`src/rtl/slw_pkg.sv`:
```
package slw_pkg;
  typedef enum logic [2:0] {
    ST_IDLE,
    ST_XFER,
    ST_SETTLE,
    ST_GUARD,
    ST_WAITRDY,
    ST_POST,
    ST_DONE
  } slw_state_e;
endpackage

```
`src/rtl/slw_wait_timer.sv`:
```
module slw_wait_timer #(
  parameter int CNT_W = 3
) (
  input  logic             clk,
  input  logic             rst,
  input  logic             load,
  input  logic [CNT_W-1:0] load_val,
  output logic             expired
);
  logic [CNT_W-1:0] cnt;

  always_ff @(posedge clk) begin
    if (rst)                 cnt <= '0;
    else if (load)           cnt <= load_val;
    else if (cnt != '0)      cnt <= cnt - 1'b1;
  end

  assign expired = (cnt == '0);
endmodule

```
`src/rtl/slw_len_tracker.sv`:
```
module slw_len_tracker #(
  parameter int LEN_W     = 16,
  parameter int PKT_WORDS = 256
) (
  input  logic             clk,
  input  logic             rst,
  input  logic             load,
  input  logic [LEN_W-1:0] len_in,
  input  logic             split_in,
  input  logic             step,
  output logic             last_word,
  output logic             split_point,
  output logic             whole_pkt,
  output logic             split_on
);
  localparam int PKT_LOG = $clog2(PKT_WORDS);
  localparam int HALF    = PKT_WORDS / 2;

  logic [LEN_W-1:0] remain;

  always_ff @(posedge clk) begin
    if (rst) begin
      remain    <= '0;
      whole_pkt <= 1'b0;
      split_on  <= 1'b0;
    end else if (load) begin
      remain    <= len_in;
      whole_pkt <= (len_in[PKT_LOG-1:0] == '0) && (len_in != '0);
      split_on  <= split_in;
    end else if (step) begin
      remain <= remain - 1'b1;
    end
  end

  assign last_word   = (remain == LEN_W'(1));
  assign split_point = (remain == LEN_W'(HALF + 1));


  no_underflow_chk: assert property (@(posedge clk) disable iff (rst)
    step |-> (remain != '0));
endmodule

```
`src/rtl/usb_fifo_writer.sv`:
```
module usb_fifo_writer
  import slw_pkg::*;
#(
  parameter int DATA_W     = 32,
  parameter int PKT_BYTES  = 1024,
  parameter int LEN_W      = 16,
  parameter int SETTLE_CYC = 4,
  parameter int GUARD_CYC  = 4,
  parameter int POST_CYC   = 4
) (
  input  logic              clk,
  input  logic              rst,
  input  logic              start,
  input  logic [LEN_W-1:0]  len_words,
  input  logic              split_mode,
  output logic              busy,
  output logic              done,
  input  logic              in_valid,
  input  logic [DATA_W-1:0] in_data,
  output logic              in_ready,
  input  logic              bridge_rdy,
  input  logic              bridge_wm,
  output logic [DATA_W-1:0] bus_data,
  output logic              bus_cs_n,
  output logic              bus_wr_n,
  output logic              bus_end_n
);
  localparam int PKT_WORDS = PKT_BYTES / (DATA_W / 8);
  localparam int MAX_A     = (SETTLE_CYC > GUARD_CYC) ? SETTLE_CYC : GUARD_CYC;
  localparam int MAX_WAIT  = (MAX_A > POST_CYC) ? MAX_A : POST_CYC;
  localparam int CNT_W     = (MAX_WAIT < 2) ? 1 : $clog2(MAX_WAIT);

  slw_state_e       state, nxt;
  logic             fire, zlp_now, end_with_word;
  logic             t_load, t_zero;
  logic [CNT_W-1:0] t_val;
  logic             last_word, split_point, whole_pkt, split_on;
  logic             take_start;

  assign take_start = start && (state == ST_IDLE);

  slw_len_tracker #(.LEN_W(LEN_W), .PKT_WORDS(PKT_WORDS)) u_len (
    .clk(clk), .rst(rst), .load(take_start), .len_in(len_words),
    .split_in(split_mode), .step(fire), .last_word(last_word),
    .split_point(split_point), .whole_pkt(whole_pkt), .split_on(split_on)
  );

  slw_wait_timer #(.CNT_W(CNT_W)) u_timer (
    .clk(clk), .rst(rst), .load(t_load), .load_val(t_val), .expired(t_zero)
  );

  // Bus and stream side, decoded from state and live flags
  assign in_ready      = (state == ST_XFER) && bridge_rdy;
  assign fire          = in_valid && in_ready;
  assign zlp_now       = (state == ST_WAITRDY) && bridge_rdy;
  assign end_with_word = fire && ((last_word && !(whole_pkt && !split_on)) ||
                                  (whole_pkt && split_on && split_point));
  assign bus_data      = in_data;
  assign bus_cs_n      = !(fire || zlp_now);
  assign bus_wr_n      = !fire;
  assign bus_end_n     = !(end_with_word || zlp_now);
  assign busy          = (state != ST_IDLE) && (state != ST_DONE);
  assign done          = (state == ST_DONE);

  always_comb begin
    nxt    = state;
    t_load = 1'b0;
    t_val  = '0;
    unique case (state)
      ST_IDLE:
        if (take_start) nxt = (len_words == '0) ? ST_WAITRDY : ST_XFER;
      ST_XFER:
        if (fire) begin
          if (last_word) begin
            if (whole_pkt && !split_on) begin
              nxt = ST_GUARD; t_load = 1'b1; t_val = CNT_W'(GUARD_CYC - 1);
            end else begin
              nxt = ST_DONE;
            end
          end else if (end_with_word || !bridge_wm) begin
            nxt = ST_SETTLE; t_load = 1'b1; t_val = CNT_W'(SETTLE_CYC - 1);
          end
        end
      ST_SETTLE:  if (t_zero) nxt = ST_XFER;
      ST_GUARD:   if (t_zero) nxt = ST_WAITRDY;
      ST_WAITRDY:
        if (bridge_rdy) begin
          nxt = ST_POST; t_load = 1'b1; t_val = CNT_W'(POST_CYC - 1);
        end
      ST_POST:    if (t_zero) nxt = ST_DONE;
      ST_DONE:    nxt = ST_IDLE;
      default:    nxt = ST_IDLE;
    endcase
  end

  always_ff @(posedge clk) begin
    if (rst) state <= ST_IDLE;
    else     state <= nxt;
  end


  rdy_gate_chk: assert property (@(posedge clk) disable iff (rst)
    !bus_cs_n |-> bridge_rdy);

  throttle_gap_chk: assert property (@(posedge clk) disable iff (rst)
    (!bus_wr_n && !bridge_wm) |=> bus_wr_n);

  post_quiet_chk: assert property (@(posedge clk) disable iff (rst)
    (!bus_end_n && bus_wr_n) |=> (bus_cs_n && busy));

  done_pulse_chk: assert property (@(posedge clk) disable iff (rst)
    done |=> (!done && !busy));

  idle_quiet_chk: assert property (@(posedge clk) disable iff (rst)
    !busy |-> (bus_cs_n && bus_wr_n && bus_end_n));
endmodule

```
`config.mk`:
```
export PLATFORM = sky130hd
export DESIGN_NAME = usb_fifo_writer
export DESIGN_NICKNAME = d
export VERILOG_FILES = /design/src/rtl/slw_pkg.sv /design/src/rtl/slw_wait_timer.sv /design/src/rtl/slw_len_tracker.sv /design/src/rtl/usb_fifo_writer.sv
export SDC_FILE = /design/constraint.sdc
export NUM_CORES = 1
export LEC_CHECK = 0
export ABC_AREA = 1
export CORE_MARGIN = 2
export CORE_UTILIZATION = 55
export CTS_BUF_LIST = sky130_fd_sc_hd__clkbuf_16
export CTS_CLUSTER_DIAMETER = 80
export DETAILED_ROUTE_END_ITERATION = 16
export DONT_BUFFER_PORTS = 1
export PLACE_DENSITY = 0.7
export SLEW_MARGIN = 20
export SYNTH_ARGS = -nofsm -noshare
export SYNTH_HDL_FRONTEND = slang
export SYNTH_SLANG_ARGS = --single-unit
```
`constraint.sdc`:
```
create_clock -name clk -period 1.38 [get_ports clk]
set_input_delay 0.069 -clock clk [delete_from_list [all_inputs] [get_ports clk]]
set_output_delay 0.069 -clock clk [all_outputs]
set_load 0.1 [all_outputs]
```
# Word level (Yosys, flattened, before mapping)
# Index checks and enable logic that the tools add are counted.
[totals] word_cells=81 regBits=23 in_bits=55 out_inout_bits=38
[op_classes] mux=27 n_eq_ne=16 n_addsub=2 n_reduce_logical=31
[ops] op="$mux 16" count=2
[ops] op="$mux 3" count=10
[ops] op="$pmux 3 s6" count=1
[ops] op="$eq 16x1->1 const B" count=1
[ops] op="$eq 16x8->1 const B" count=1
[ops] op="$logic_not 16->1" count=1
[ops] op="$reduce_bool 16->1" count=1
[ops] op="$sub 16x1->16 const B" count=1
[ops] op="$mux 2" count=7
[ops] op="$ne 2x2->1 const B" count=6
[ops] op="$logic_and 1x1->1" count=11
[ops] op="$eq 3x3->1 const B" count=3
[ops] op="$logic_not 8->1" count=1
[ops] op="$reduce_and 7->1" count=1
[ops] op="$eq 3x2->1 const B" count=2
[ops] op="$logic_not 1->1" count=6
[ops] op="$reduce_bool 2->1" count=3
[ops] op="$mux 1" count=5
[ops] op="$logic_or 1x1->1" count=4
[ops] op="$pmux 2 s2" count=1
[ops] op="$eq 3x1->1 const B" count=1
[ops] op="$logic_not 3->1" count=1
[ops] op="$ne 3x2->1 const B" count=1
[ops] op="$ne 3x3->1 const B" count=1
[ops] op="4 further kinds" count=4

# Longest topological paths before layout
[depth] depth_word=12 mapped_depth=13 mapped_depth_nobuf=13

# By module
# Synthesis repeated with hierarchy kept, for this count alone.
[unflattened] hier_cells=311 hier_area_um2=1990.7
[by_module_without_submodules] module="slw_len_tracker" cells_each=179 instances=1 area_per_inst_um2=1179.9
[by_module_without_submodules] module="usb_fifo_writer" cells_each=115 instances=1 area_per_inst_um2=696.9
[by_module_without_submodules] module="slw_wait_timer" cells_each=17 instances=1 area_per_inst_um2=113.9

# Least setup slack after synthesis
# OpenSTA, ideal clock, no wires.
[synth_timing] path_type="register to output" start="reg state[2]" end="out busy" slack_ns=-1.427 path_buffers=0 path_stages_with_launch=4 arrival_time_ns=2.738 t_required_ns=1.311 path_cell_list="dfxtp_1 nand2_1 nor2_1 nor2_1"
[synth_via] elab_chain_len=2 elab_cells_between_ends=3 cone_classes="eq/ne: 1; reduce/logical: 2"
[synth_rtl] item="start: declaration" line="usb_fifo_writer.sv:33" source="slw_state_e state, nxt;"
[synth_rtl] item="start signal: assignment" line="usb_fifo_writer.sv:98" source="else state <= nxt;"
[synth_rtl] item="$ne 3x3->1 / $reduce_bool 3->1 (equally long branches)" line="usb_fifo_writer.sv:62" source="assign busy = (state != ST_IDLE) && (state != ST_DONE);"
[synth_rtl] item="$logic_and 1x1->1 *" line="usb_fifo_writer.sv:62"
[synth_rtl] item="end: declaration" line="usb_fifo_writer.sv:16" source="output logic busy,"
# Mark *: on every way between the ends. The rest lies on a longest branch, timed or not.

# Final worst setup path
[layout_timing] start="reg state[1]" end="out bus_cs_n"
[layout_via] elab_chain_len=5 elab_cells_between_ends=7 cone_classes="eq/ne: 2; reduce/logical: 5"
[layout_rtl] item="$eq 3x1->1" line="usb_fifo_writer.sv:53" source="assign in_ready = (state == ST_XFER) && bridge_rdy;"
[layout_rtl] item="$logic_and 1x1->1" line="usb_fifo_writer.sv:53"
[layout_rtl] item="$logic_and 1x1->1" line="usb_fifo_writer.sv:54" source="assign fire = in_valid && in_ready;"
[layout_rtl] item="$logic_or 1x1->1 *" line="usb_fifo_writer.sv:59" source="assign bus_cs_n = !(fire || zlp_now);"
[layout_rtl] item="$logic_not 1->1 *" line="usb_fifo_writer.sv:59"
[layout_rtl] item="end: declaration" line="usb_fifo_writer.sv:24" source="output logic bus_cs_n,"
# Marked as above.

==> run_results.csv <==
group,metric,value,unit
outcome,status,"complete, but fails checks",
outcome,violations,"hold timing, setup timing",
synthesis,synth_nets,348,
clocking,clock_latency,260,ps
floorplan,die_width,61.5,um
sta,rsz0062_at_grt,"yes",
sta,maxSlewHeadroom,60.9,%
setup_path,worst-setup-path-type,"reg -> out",
floorplan,initial_utilization,58.6,%
setup_path,max_stage_delay,330,ps
place,placed_cells,349,
cells_and_area,finalInstanceArea,2720,um^2
floorplan,die-area,3780,um^2
cells_and_area,area_growth,49.2,%
clocking,cts_root_buf,"clkbuf_16",
sta,whs,-8.20,ps
sta,min_period,1710,ps
setup_path,ff2ff_path_depth,14,
run,timing.max_cap.violations,0,
floorplan,num_rows,20,
synthesis,syn_area,1820,um^2
cells_and_area,fill_cells,159,
sta,finalSetupViolCount,28,
power_and_ir_drop,vdd_drop_max,1.81,mV
drt,drt-vias-per-instance,5.79,
power_and_ir_drop,powerDensity,2550,nW/um^2
drt,wirelength,6.61,mm
setup_path,worstPathMaxFanout,4,
synthesis,netlist_instances,290,
setup_path,required,1310,ps
sta,worst_slew_pin_slew,585,ps
sta,finalWorstSetupSlack,-327,ps
place,dpl.hpwl,3.44,mm
clocking,cts_buffer_depth,2,
cells_and_area,nNetsFinal,393,
setup_path,cp-start-kind,"flip-flop",
synthesis,ys_ff_latch,23,
setup_path,crit_chain,"inv_2 > nand2_4 > nor2_4 > inv_2 > nor2_4 > nand2_8 > buf_6 > nand2_4 > clkinvlp_4 > buf_12",
drt,drt-initial-drc-count,162,
clocking,cts_tree,"built",
global_route,grt_pass1_wl,8.05,mm
drt,drc,0,
global_route,grt-ovfl-total,0,
global_route,grt_antenna_before_repair,0,
cells_and_area,diodes,0,
drt,post_drt_wl_per_cell,17.5,um
floorplan,ioPinCount,93,
clocking,clock_sinks,23,
floorplan,chipHeight,61.5,um
synthesis,ys_seq_area_share,25.3,%
sta,fmax,0.586,GHz
global_route,grt_max_degree,17,
setup_path,crit_slowest_cell,"dfxtp_2",
synthesis,ys_warn_count,0,
place,gp_congestion,0.907,
place,port_buffers,0,
sta,fin_crit_sh,124,%
setup_path,reg2reg_from,"state[1]",
global_route,grt_pass1_vias,1897,
setup_path,startpoint,"state[1]",
hold_path,hold_depth,2,
power_and_ir_drop,finalPower,6.92,mW
hold_path,hold_class,"in -> reg",
global_route,grt_use_total,28.7,%
clocking,numCtsBuffers,3,
drt,firstDrtPassIters,5,
cells_and_area,drive_above_1_share,42.8,%
setup_path,arrival,1640,ps
synthesis,synth_cell_types,32,
sta,fin_skew,6.67,ps
clocking,path_clk_slew,70,ps
sta,hold_viol,1,
synthesis,syn_avg_cell_area,6.27,um^2
floorplan,core_region_area,3100,um^2
drt,antenna_left,0,
drt,vias,2188,
clocking,htreeDepth,1,
sta,drv_slew,0,
hold_path,hp-start,"len_words[2]",
place,placedInstanceArea,2100,um^2
cells_and_area,fin_cells,378,
power_and_ir_drop,leakagePower,1.23,nW
setup_path,crit_path_end_kind,"output port",
[final timing paths]
path	end	slack, ps
worst min register to register	u_len.remain[7]	520
worst max-delay path	bus_cs_n	-330
worst min-delay path	u_len.remain[2]	-8
worst max register to register	state[0]	-310
[sequential cells by signal, summed over array words and instances (netlist names)]
name and flops:
u_timer.cnt 2, u_len.whole_pkt 1, u_len.remain 16, u_len.split_on 1, state 3
[cells by family after synthesis]
group,count (synthesis),share of synthesized area [%]
simple gates,137,33.1
buf+inv,80,23.7
compound gates,42,13.5
flops,23,25.3
xor+xnor,5,2.41
fa+ha+maj,3,2.06
[metrics by stage]
stage / setup slack (ps) / hold WS (ps) / util, % / TNS [ps]
floorplan: -730 / 138 / - / -15200
global placement: -99.5 / 139 / 67.8 / -1180
detailed placement: -141 / 139 / 67.8 / -1540
CTS: -219 / 4.15 / 79.2 / -3280
global route: -374 / 51.0 / 87.5 / -7340
finish: -327 / -8.20 / 87.5 / -5800
[where the power goes]
part | leakage, nW | internal (mW) | total, mW | switching, mW
Combinational | 0.999 | 2.24 | 5.17 | 2.93
Sequential | 0.192 | 0.899 | 1.10 | 0.200
Clock | 0.0409 | 0.390 | 0.647 | 0.257
[layout by cell type, fill, tap and decap left out, types with 7 or more instances in the layout]
cell type,n
nor2_2,8
a31oi_1,7
nand3_1,11
dfxtp_1,15
o21ai_0,7
inv_2,7
buf_6,9
buf_4,47
nor2_4,13
dlygate4sd3_1,10
nor2_1,22
a21oi_1,9
nand2_1,50
nand2_4,7
dfxtp_2,8
nand2_2,10
buf_12,7
inv_1,32
[synthesized netlist by cell type]
cell,instances,share of area [%]
nand3_1,17,4.7
inv_2,3,0.62
nor2_4,2,1.2
o2111ai_1,1,0.48
inv_1,40,8.3
a32oi_1,2,0.96
a2bb2oi_1,1,0.48
a21boi_0,1,0.41
nand2_1,63,13
nand3b_1,1,0.41
a21oi_1,12,3.3
a22oi_1,1,0.41
clkbuf_1,1,0.21
nand3_2,1,0.55
buf_2,1,0.27
a31oi_1,7,2.4
nor2_1,38,7.8
xnor2_1,1,0.48
dfxtp_1,23,25
nand2_4,1,0.62
nand2_2,4,1.4
nand4_1,6,2.1
nor3_1,1,0.27
ha_1,3,2.1
clkinv_1,1,0.21
buf_4,33,14
nor2_2,3,1.0
o22ai_1,1,0.34
inv_6,1,0.48
o211ai_1,2,0.83
o21ai_0,14,3.9
xor2_1,4,1.9
[critical path: cells and delay by family (launching register included)]
family	cells	cell delay, ps
simple gates	5	520
buf+inv	5	520
flops	1	330
[layer usage]
metal  vias to the layer above  track usage (%)  wire length [um]
li1                        986                -                 -
met3                        45             7.77               632
met1                      1012             32.1              2320
met5                         -                0                 0
met4                         0             8.81               449
met2                       145             52.3              3210
[what timing repair did]
item / in CTS / in global routing
pin swaps: 13 / 24
endpoints found under the setup margin: 27 / 29
buffers inserted: 9 / 6
hold buffers: 9 / 1
hold endpoints to repair: 15 / 1
cloned: 0 / 1
resized for setup: 42 / 53
[area by class of cell]
| class | count | area, um^2 | area share (%) |
|---|---|---|---|
| inverter | 45 | 188 | 6.91 |
| tap | 44 | 55.1 | 2.03 |
| sequential | 23 | 470 | 17.3 |
| multi-input combinational | 187 | 1190 | 43.7 |
| clock buffer | 3 | 75.1 | 2.76 |
| timing repair buffer | 75 | 734 | 27.1 |
| clock inverter | 1 | 5.00 | 0.184 |
Note: power is estimated with default switching activity, not from simulation.
